[src/rtl/rtc_irq_pkg.sv]
package rtc_irq_pkg;
  localparam int REG_W   = 8;
  localparam int SRC_N   = 3;  // index 0 update, 1 alarm, 2 periodic
  localparam int SRC_LSB = 4;  // lowest flag/enable bit
  localparam int SUM_BIT = 7;  // summary request bit

  function automatic logic [REG_W-1:0] src_mask();
    logic [REG_W-1:0] m;
    m = '0;
    for (int i = 0; i < SRC_N; i++) m[SRC_LSB+i] = 1'b1;
    return m;
  endfunction
endpackage

[src/rtl/rtc_irq_flag.sv]
module rtc_irq_flag (
  input  logic clk,
  input  logic rst_n,
  input  logic set_i,
  input  logic clr_i,
  output logic flag_o,
  output logic flag_nxt_o
);
  // an event in the clearing cycle wins
  always_comb flag_nxt_o = set_i | (flag_o & ~clr_i);

  always_ff @(posedge clk) begin
    if (!rst_n) flag_o <= 1'b0;
    else        flag_o <= flag_nxt_o;
  end

  assert_evt_sets_R2: assert property (@(posedge clk) disable iff (!rst_n)
    set_i |=> flag_o);
  assert_hold_R3: assert property (@(posedge clk) disable iff (!rst_n)
    (flag_o && !clr_i) |=> flag_o);
  assert_read_clears_R4: assert property (@(posedge clk) disable iff (!rst_n)
    (clr_i && !set_i) |=> !flag_o);
endmodule

[src/rtl/rtc_irq_ctrl.sv]
module rtc_irq_ctrl
  import rtc_irq_pkg::*;
(
  input  logic             clk,
  input  logic             rst_n,
  input  logic             we_i,
  input  logic [REG_W-1:0] wdata_i,
  output logic [SRC_N-1:0] en_o,
  output logic [SRC_N-1:0] en_nxt_o,
  output logic [REG_W-1:0] rdata_o
);
  localparam logic [REG_W-1:0] MASK = src_mask();

  always_comb en_nxt_o = we_i ? wdata_i[SRC_LSB +: SRC_N] : en_o;

  always_ff @(posedge clk) begin
    if (!rst_n) en_o <= '0;
    else        en_o <= en_nxt_o;
  end

  always_comb begin
    rdata_o = '0;
    for (int i = 0; i < SRC_N; i++) rdata_o[SRC_LSB+i] = en_o[i];
  end

  assert_ctl_write_R8: assert property (@(posedge clk) disable iff (!rst_n)
    we_i |=> (rdata_o == ($past(wdata_i) & MASK)));
endmodule

[src/rtl/rtc_irq_summary.sv]
module rtc_irq_summary
  import rtc_irq_pkg::*;
(
  input  logic             clk,
  input  logic             rst_n,
  input  logic [SRC_N-1:0] flags_i,
  input  logic [SRC_N-1:0] en_i,
  input  logic [SRC_N-1:0] flags_nxt_i,
  input  logic [SRC_N-1:0] en_nxt_i,
  output logic             irqf_o,
  output logic             irq_n_o
);
  always_comb irqf_o = |(flags_i & en_i);

  // pin registered from next state: glitch-free and aligned with the flags
  always_ff @(posedge clk) begin
    if (!rst_n) irq_n_o <= 1'b1;
    else        irq_n_o <= ~|(flags_nxt_i & en_nxt_i);
  end

  assert_pin_tracks_R7: assert property (@(posedge clk) disable iff (!rst_n)
    irq_n_o == !irqf_o);
  assert_stale_enable_R9: assert property (@(posedge clk) disable iff (!rst_n)
    (|(flags_nxt_i & en_nxt_i)) |=> !irq_n_o);
endmodule

[src/rtl/rtc_irq_unit.sv]
module rtc_irq_unit
  import rtc_irq_pkg::*;
(
  input  logic             clk,
  input  logic             rst_n,
  input  logic             evt_periodic,
  input  logic             evt_alarm,
  input  logic             evt_update,
  input  logic             ctl_we,
  input  logic [REG_W-1:0] ctl_wdata,
  output logic [REG_W-1:0] ctl_rdata,
  input  logic             stat_re,
  output logic [REG_W-1:0] stat_rdata,
  output logic             irq_n
);
  logic [SRC_N-1:0] evt_vec, flags, flags_nxt, en, en_nxt;
  logic             irqf;

  assign evt_vec = {evt_periodic, evt_alarm, evt_update};

  for (genvar g = 0; g < SRC_N; g++) begin : g_src
    rtc_irq_flag u_flag (
      .clk       (clk),
      .rst_n     (rst_n),
      .set_i     (evt_vec[g]),
      .clr_i     (stat_re),
      .flag_o    (flags[g]),
      .flag_nxt_o(flags_nxt[g])
    );
  end

  rtc_irq_ctrl u_ctrl (
    .clk     (clk),
    .rst_n   (rst_n),
    .we_i    (ctl_we),
    .wdata_i (ctl_wdata),
    .en_o    (en),
    .en_nxt_o(en_nxt),
    .rdata_o (ctl_rdata)
  );

  rtc_irq_summary u_sum (
    .clk        (clk),
    .rst_n      (rst_n),
    .flags_i    (flags),
    .en_i       (en),
    .flags_nxt_i(flags_nxt),
    .en_nxt_i   (en_nxt),
    .irqf_o     (irqf),
    .irq_n_o    (irq_n)
  );

  always_comb begin
    stat_rdata = '0;
    stat_rdata[SUM_BIT] = irqf;
    for (int i = 0; i < SRC_N; i++) stat_rdata[SRC_LSB+i] = flags[i];
  end

  assert_collision_R5: assert property (@(posedge clk) disable iff (!rst_n)
    (stat_re && evt_alarm) |=> stat_rdata[5]);
  assert_summary_R6: assert property (@(posedge clk) disable iff (!rst_n)
    stat_rdata[SUM_BIT] == |(stat_rdata[6:4] & ctl_rdata[6:4]));
endmodule

[config.mk]
export PLATFORM = sky130hd
export DESIGN_NAME = rtc_irq_unit
export DESIGN_NICKNAME = d
export VERILOG_FILES = /design/src/rtl/rtc_irq_pkg.sv /design/src/rtl/rtc_irq_flag.sv /design/src/rtl/rtc_irq_ctrl.sv /design/src/rtl/rtc_irq_summary.sv /design/src/rtl/rtc_irq_unit.sv
export SDC_FILE = /design/constraint.sdc
export NUM_CORES = 1
export LEC_CHECK = 0
export BUFFER_PORTS_ARGS = -buffer_cell sky130_fd_sc_hd__buf_2
export CAP_MARGIN = 20
export CORE_AREA = 3 3 40 42
export DETAILED_ROUTE_END_ITERATION = 12
export DIE_AREA = 0 0 43 45
export MAX_ROUTING_LAYER = met4
export SLEW_MARGIN = 20
export SYNTH_ARGS = -nofsm -noshare
export SYNTH_HDL_FRONTEND = slang
export SYNTH_SLANG_ARGS = --single-unit
[constraint.sdc]
create_clock -name clk -period 1.7 [get_ports clk]
set_input_delay 0 -clock clk [delete_from_list [all_inputs] [get_ports clk]]
set_output_delay 0 -clock clk [all_outputs]
set_load 0.01 [all_outputs]
==> Word level (Yosys, flattened, before mapping) <==
Cells that the tools add are included.
{ "totals": {"reg_bits": 7, "latch_bits": 0, "ramBits": 0, "rom_bits": 0, "inputBits": 15, "memories": 0} }
{ "op_classes": {"addsub": 0, "n_mul": 0, "n_div": 0, "order_cmp": 0, "eq_ne": 0, "shift": 0, "muxes": 1, "bitwise_logic": 9, "n_reduce_logical": 3} }
{ "ops": {"columns": ["cell", "n"], "rows": [
  ["$and 3x3->3", 2],
  ["$reduce_or 3->1", 2],
  ["$and 1x1->1", 3],
  ["$mux 3", 1],
  ["$or 1x1->1", 3],
  ["$logic_not 1->1", 1],
  ["$not 1->1", 1]
]} }

==> Logic depth before layout (Yosys ltp) <==
{ "logic_depth": {"ltp_word": 6, "mapped_depth": 3, "mapped_depth_nobuf": 3} }

==> Cells and area by module <==
A second synthesis with hierarchy kept.
{ "hier_totals": {"hier_cells": 41, "area_unflattened_um2": 424.2} }
{ "by_module_without_submodules": {"columns": ["module", "instances", "cells_each", "area_each_um2", "seq_area_each_um2"], "rows": [
  ["rtc_irq_ctrl", 1, 18, 190.2, 60.1],
  ["rtc_irq_flag", 3, 4, 47.5, 20.0],
  ["rtc_irq_summary", 1, 5, 50.0, 20.0],
  ["rtc_irq_unit", 1, 6, 41.3, 0.0]
]} }

==> Worst setup path before layout <==
Ideal clock, no wire load.
{ "synth_path": {"kind": "register to register", "start": "register u_ctrl.en_o[0]", "end": "register u_sum.irq_n_o", "setup_time_ns": 0.103, "arrival_ns": 0.866, "path_slack_ns": 0.731, "stages_incl_launch_ff": 3, "path_buffers": 0, "path_cell_list": "dfxtp_1 mux2_4 a222oi_1"} }
{ "synth_between": {"elab_chain_len": 4} }
{ "synth_lines": {"columns": ["item", "line", "source"], "rows": [
  ["from (decl)", "rtc_irq_ctrl.sv:8", "output logic [SRC_N-1:0] en_o,"],
  ["from (signal assigned)", "rtc_irq_ctrl.sv:18", "else en_o <= en_nxt_o;"],
  ["$mux 3", "rtc_irq_ctrl.sv:14", "always_comb en_nxt_o = we_i ? wdata_i[SRC_LSB +: SRC_N] : en_o;"],
  ["$and 3x3->3", "rtc_irq_summary.sv:18", "else irq_n_o <= ~|(flags_nxt_i & en_nxt_i);"],
  ["$reduce_or 3->1", "rtc_irq_summary.sv:18", null],
  ["$logic_not 1->1", "rtc_irq_summary.sv:18", null],
  ["to (signal assigned)", "rtc_irq_summary.sv:18", null],
  ["to (decl)", "rtc_irq_summary.sv:11", "output logic irq_n_o"]
]} }
Every way passes these cells.
A chain may end at the register's enable or synchronous reset.

==> Worst setup path in the final report <==
{ "layout_path": {"start": "register u_ctrl.en_o[2]", "end": "output port stat_rdata[7]"} }
{ "layout_between": {"elab_chain_len": 2} }
{ "layout_lines": {"columns": ["item", "line", "source"], "rows": [
  ["$and 3x3->3", "rtc_irq_summary.sv:13", "always_comb irqf_o = |(flags_i & en_i);"],
  ["$reduce_or 3->1", "rtc_irq_summary.sv:13", null],
  ["to (decl)", "rtc_irq_unit.sv:13", "output logic [REG_W-1:0] stat_rdata,"]
]} }
Every way passes these cells.

==> results.md <==
| Metric | Reported | Unit |
|---|---|---|
| Clock latency at the later pin of the worst-skew pair | 0.25 | ns |
| Total of max-cap violations | 0 | - |
| Highest clock rate | 910 | MHz |
| Setup repair after global routing missed its margin | false | - |
| Placeable core region | 1280 | sq um |
| Starting Density | 28.4 | % |
| Max Transition Viols Final | 0 | - |
| Final-report hold violation count | 0 | - |
| I/O pins | 32 | - |
| Combinational fraction of design power | 17.1 | % |
| Synth area leaders | sky130_fd_sc_hd__dfxtp_1 38%, sky130_fd_sc_hd__buf_4 27%, sky130_fd_sc_hd__a222oi_1 5.5% | - |
| TritonCTS buffer count | 3 | - |
| Unique cell type count in the Yosys netlist | 12 | - |
| Required time of the critical path | 1.70 | ns |
| Number of antenna violations at the first check in global routing | 0 | - |
| Iteration count of the initial detailed-routing pass | 4 | - |
| Fraction of power consumed by sequential logic | 45.9 | % |
| Startpoint of the worst hold path | rst_n | - |
| Mapped Cells | 37 | - |
| Yosys top cell by area | sky130_fd_sc_hd__dfxtp_1 | - |
| Fraction of the yosys area taken by sequential cells | 38.4 | % |
| Cell chosen for the clock root | sky130_fd_sc_hd__clkbuf_4 | - |
| Worst-path clk slew | 0.05 | ns |
| Flip-flop and latch count after synthesis | 7 | - |
| Critical Path Source Type | register | - |
| Relative area change from synthesis to final layout | 22.9 | % |
| Final setup violation count | 0 | - |
| WL/cell | 9.40 | um |
| Detailed route wirelength on metal2 | 301 | um |
| Horizontal extent of the die | 43 | um |
| TritonCTS clock tree | done | - |
| Outcome | completed | - |
| Clock power frac | 37.0 | % |
| Resize count post-CTS | 0 | - |
| Maximum number of pins on one net before global-route repair | 7 | - |
| Internal power contribution | 0.296 | mW |
| Number of DRC markers after the initial detailed-route iteration | 7 | - |
| DP Wirelength | 544 | um |
| Critical path fanouts, max | 3 | - |
| Total wire length | 658 | um |
| Die footprint | 1940 | sq um |
| Leakage | 0.248 | nW |
| First-pass GRT wire length | 910 | um |
| Detailed-routing wirelength on met1 | 272 | um |
| Post-Syn Area per Cell | 9.87 | sq um |
| Chip Height | 45 | um |
| Count of antenna-violating nets left after detailed routing | 0 | - |
| Number of I/O port buffers | 17 | - |
| R2R Path Start | g_src[0].u_flag.flag_o | - |
| Setup_tns | 0 | ns |
| Startpoint-to-endpoint class of the critical path | reg2out | - |
| Share of post-route cells with drive strength above 1 | 41.8 | % |
| Worst voltage drop across the vdd grid | 0.000330 | V |
| Post-synthesis instance area | 365 | sq um |
| Row count | 13 | - |
| Crit share post-route | 64.6 | % |
| Number of warnings issued by yosys | 0 | - |
| Switch share | 25.6 | % |
| Overall Global Routing Usage | 7.31 | % |
| Number of diodes added for antenna fixing | 0 | - |
| Longest Clk Path Bufs | 2 | - |
| Top layer reached by signal wires | met4 | - |
| TritonCTS sink count | 7 | - |
| Vias in the first global route | 226 | - |
| Crit. End Element | primary output | - |
| Final clock skew | 0.00354 | ns |
| Worst hold path type | in2reg | - |
| Psw | 0.102 | mW |
| DRC violations left | 0 | - |
| Time the worst path needs with I/O delays and setup | 1.10 | ns |
| Power density relative to cell area | 885 | nW/um^2 |
| Origin of the worst setup path | u_ctrl.en_o[2] | - |
| Area fraction of the dominant cell type after synthesis | 38.4 | % |
| Global route total overflow | 0 | - |
| Vias | 271 | - |
| Final estimated routing congestion in global placement | 0.659 | - |
| WP data arrival | 1.10 | ns |
| Mean number of vias per cell | 3.87 | - |
| Overall Power | 0.398 | mW |
| Number of nets in the layout | 71 | - |
| CTS HTree Levels | 1 | - |
| Met3 wire len | 80 | um |
## registers in the layout (all words and copies together), names as in the netlist
name and cells:
g_src.u_flag.flag_o 3, u_ctrl.en_o 3, u_sum.irq_n_o 1
## per-stage QoR
stage	util, %	setup slack (ns)	std cells	instance area (sq um)	hold WS, ns
detailed placement	31.3	0.696	64	402	0.244
finish	35.0	0.601	70	449	0.0206
CTS	34.2	0.593	69	439	0.000363
global placement	31.3	0.636	64	402	0.243
global route	35.0	0.483	70	449	0.0348
floorplan	-	0.731	45	395	0.122
## routing by layer
layer	track usage, %	vias to the layer above
met1	7.54	115
met4	7.23	0
met2	9.88	15
li1	-	139
met3	3.59	2
met5	-	-
## layout make-up
class | count | area [sq um]
inverters | 2 | 7.51
clock inverters | 1 | 5.00
repair buffers | 19 | 105
multi-input cells | 23 | 150
well taps | 15 | 18.8
flip-flops and latches | 7 | 140
clock buffers | 3 | 22.5
fillers | 148 | 836
## critical path: stages, from the launching register on
cell,delay [ns]
sky130_fd_sc_hd__dfxtp_1,0.32
sky130_fd_sc_hd__a222oi_1,0.33
sky130_fd_sc_hd__inv_1,0.06
sky130_fd_sc_hd__buf_2,0.14
## synth_stat cells
| cell | n |
|---|---|
| sky130_fd_sc_hd__a222oi_1 | 2 |
| sky130_fd_sc_hd__mux2_4 | 1 |
| sky130_fd_sc_hd__inv_1 | 2 |
| sky130_fd_sc_hd__conb_1 | 1 |
| sky130_fd_sc_hd__mux2i_1 | 1 |
| sky130_fd_sc_hd__a21o_1 | 1 |
| sky130_fd_sc_hd__mux2_2 | 1 |
| sky130_fd_sc_hd__buf_4 | 13 |
| sky130_fd_sc_hd__and2_1 | 3 |
| sky130_fd_sc_hd__dfxtp_1 | 7 |
| sky130_fd_sc_hd__nor2b_1 | 3 |
| sky130_fd_sc_hd__o21a_1 | 2 |
## worst paths after layout
check | end | cells after the start | slack, ns
worst max-delay path | stat_rdata[7] | 3 | 0.60
worst min-delay path | u_ctrl.en_o[1] | 2 | 0.02
worst max register to register | u_sum.irq_n_o | 3 | 0.68
worst min register to register | u_ctrl.en_o[2] | 2 | 0.58
## power groups by stage
stage          logic, mW  registers (mW)  clock network, mW
2_1_floorplan     0.0574           0.188                  0
3_3_place_gp      0.0650           0.186                  0
3_5_place_dp      0.0649           0.186                  0
4_1_cts           0.0671           0.183              0.156
5_1_grt           0.0749           0.184              0.163
6_report          0.0681           0.183              0.147
## repair_timing
action | 4_1_cts | 5_1_grt
hold buffers | 1 | 1
hold endpoints to repair | 1 | 1
endpoints found under the setup margin | 0 | 0
buffers inserted | 0 | 0
## logic make-up (layout without fill, tap and decap cells)
| group | count (synthesis) | after routing | synth area share, % |
|---|---|---|---|
| buf+inv | 15 | 25 | 28.8 |
| flops | 7 | 7 | 38.4 |
| simple gates | 6 | 6 | 10.3 |
| compound gates | 5 | 5 | 11.6 |
| mux | 3 | 3 | 9.93 |
| other cells | 1 | 9 | 1.03 |
## placed cells by master, fill, tap and decap left out, drive strengths merged, types with 3 or more instances in the layout
cell / instances
buf: 17
clkbuf: 3
nor2b: 3
conb: 9
dfxtp: 7
and2: 3
Note: power is estimated with default switching activity, not from simulation.
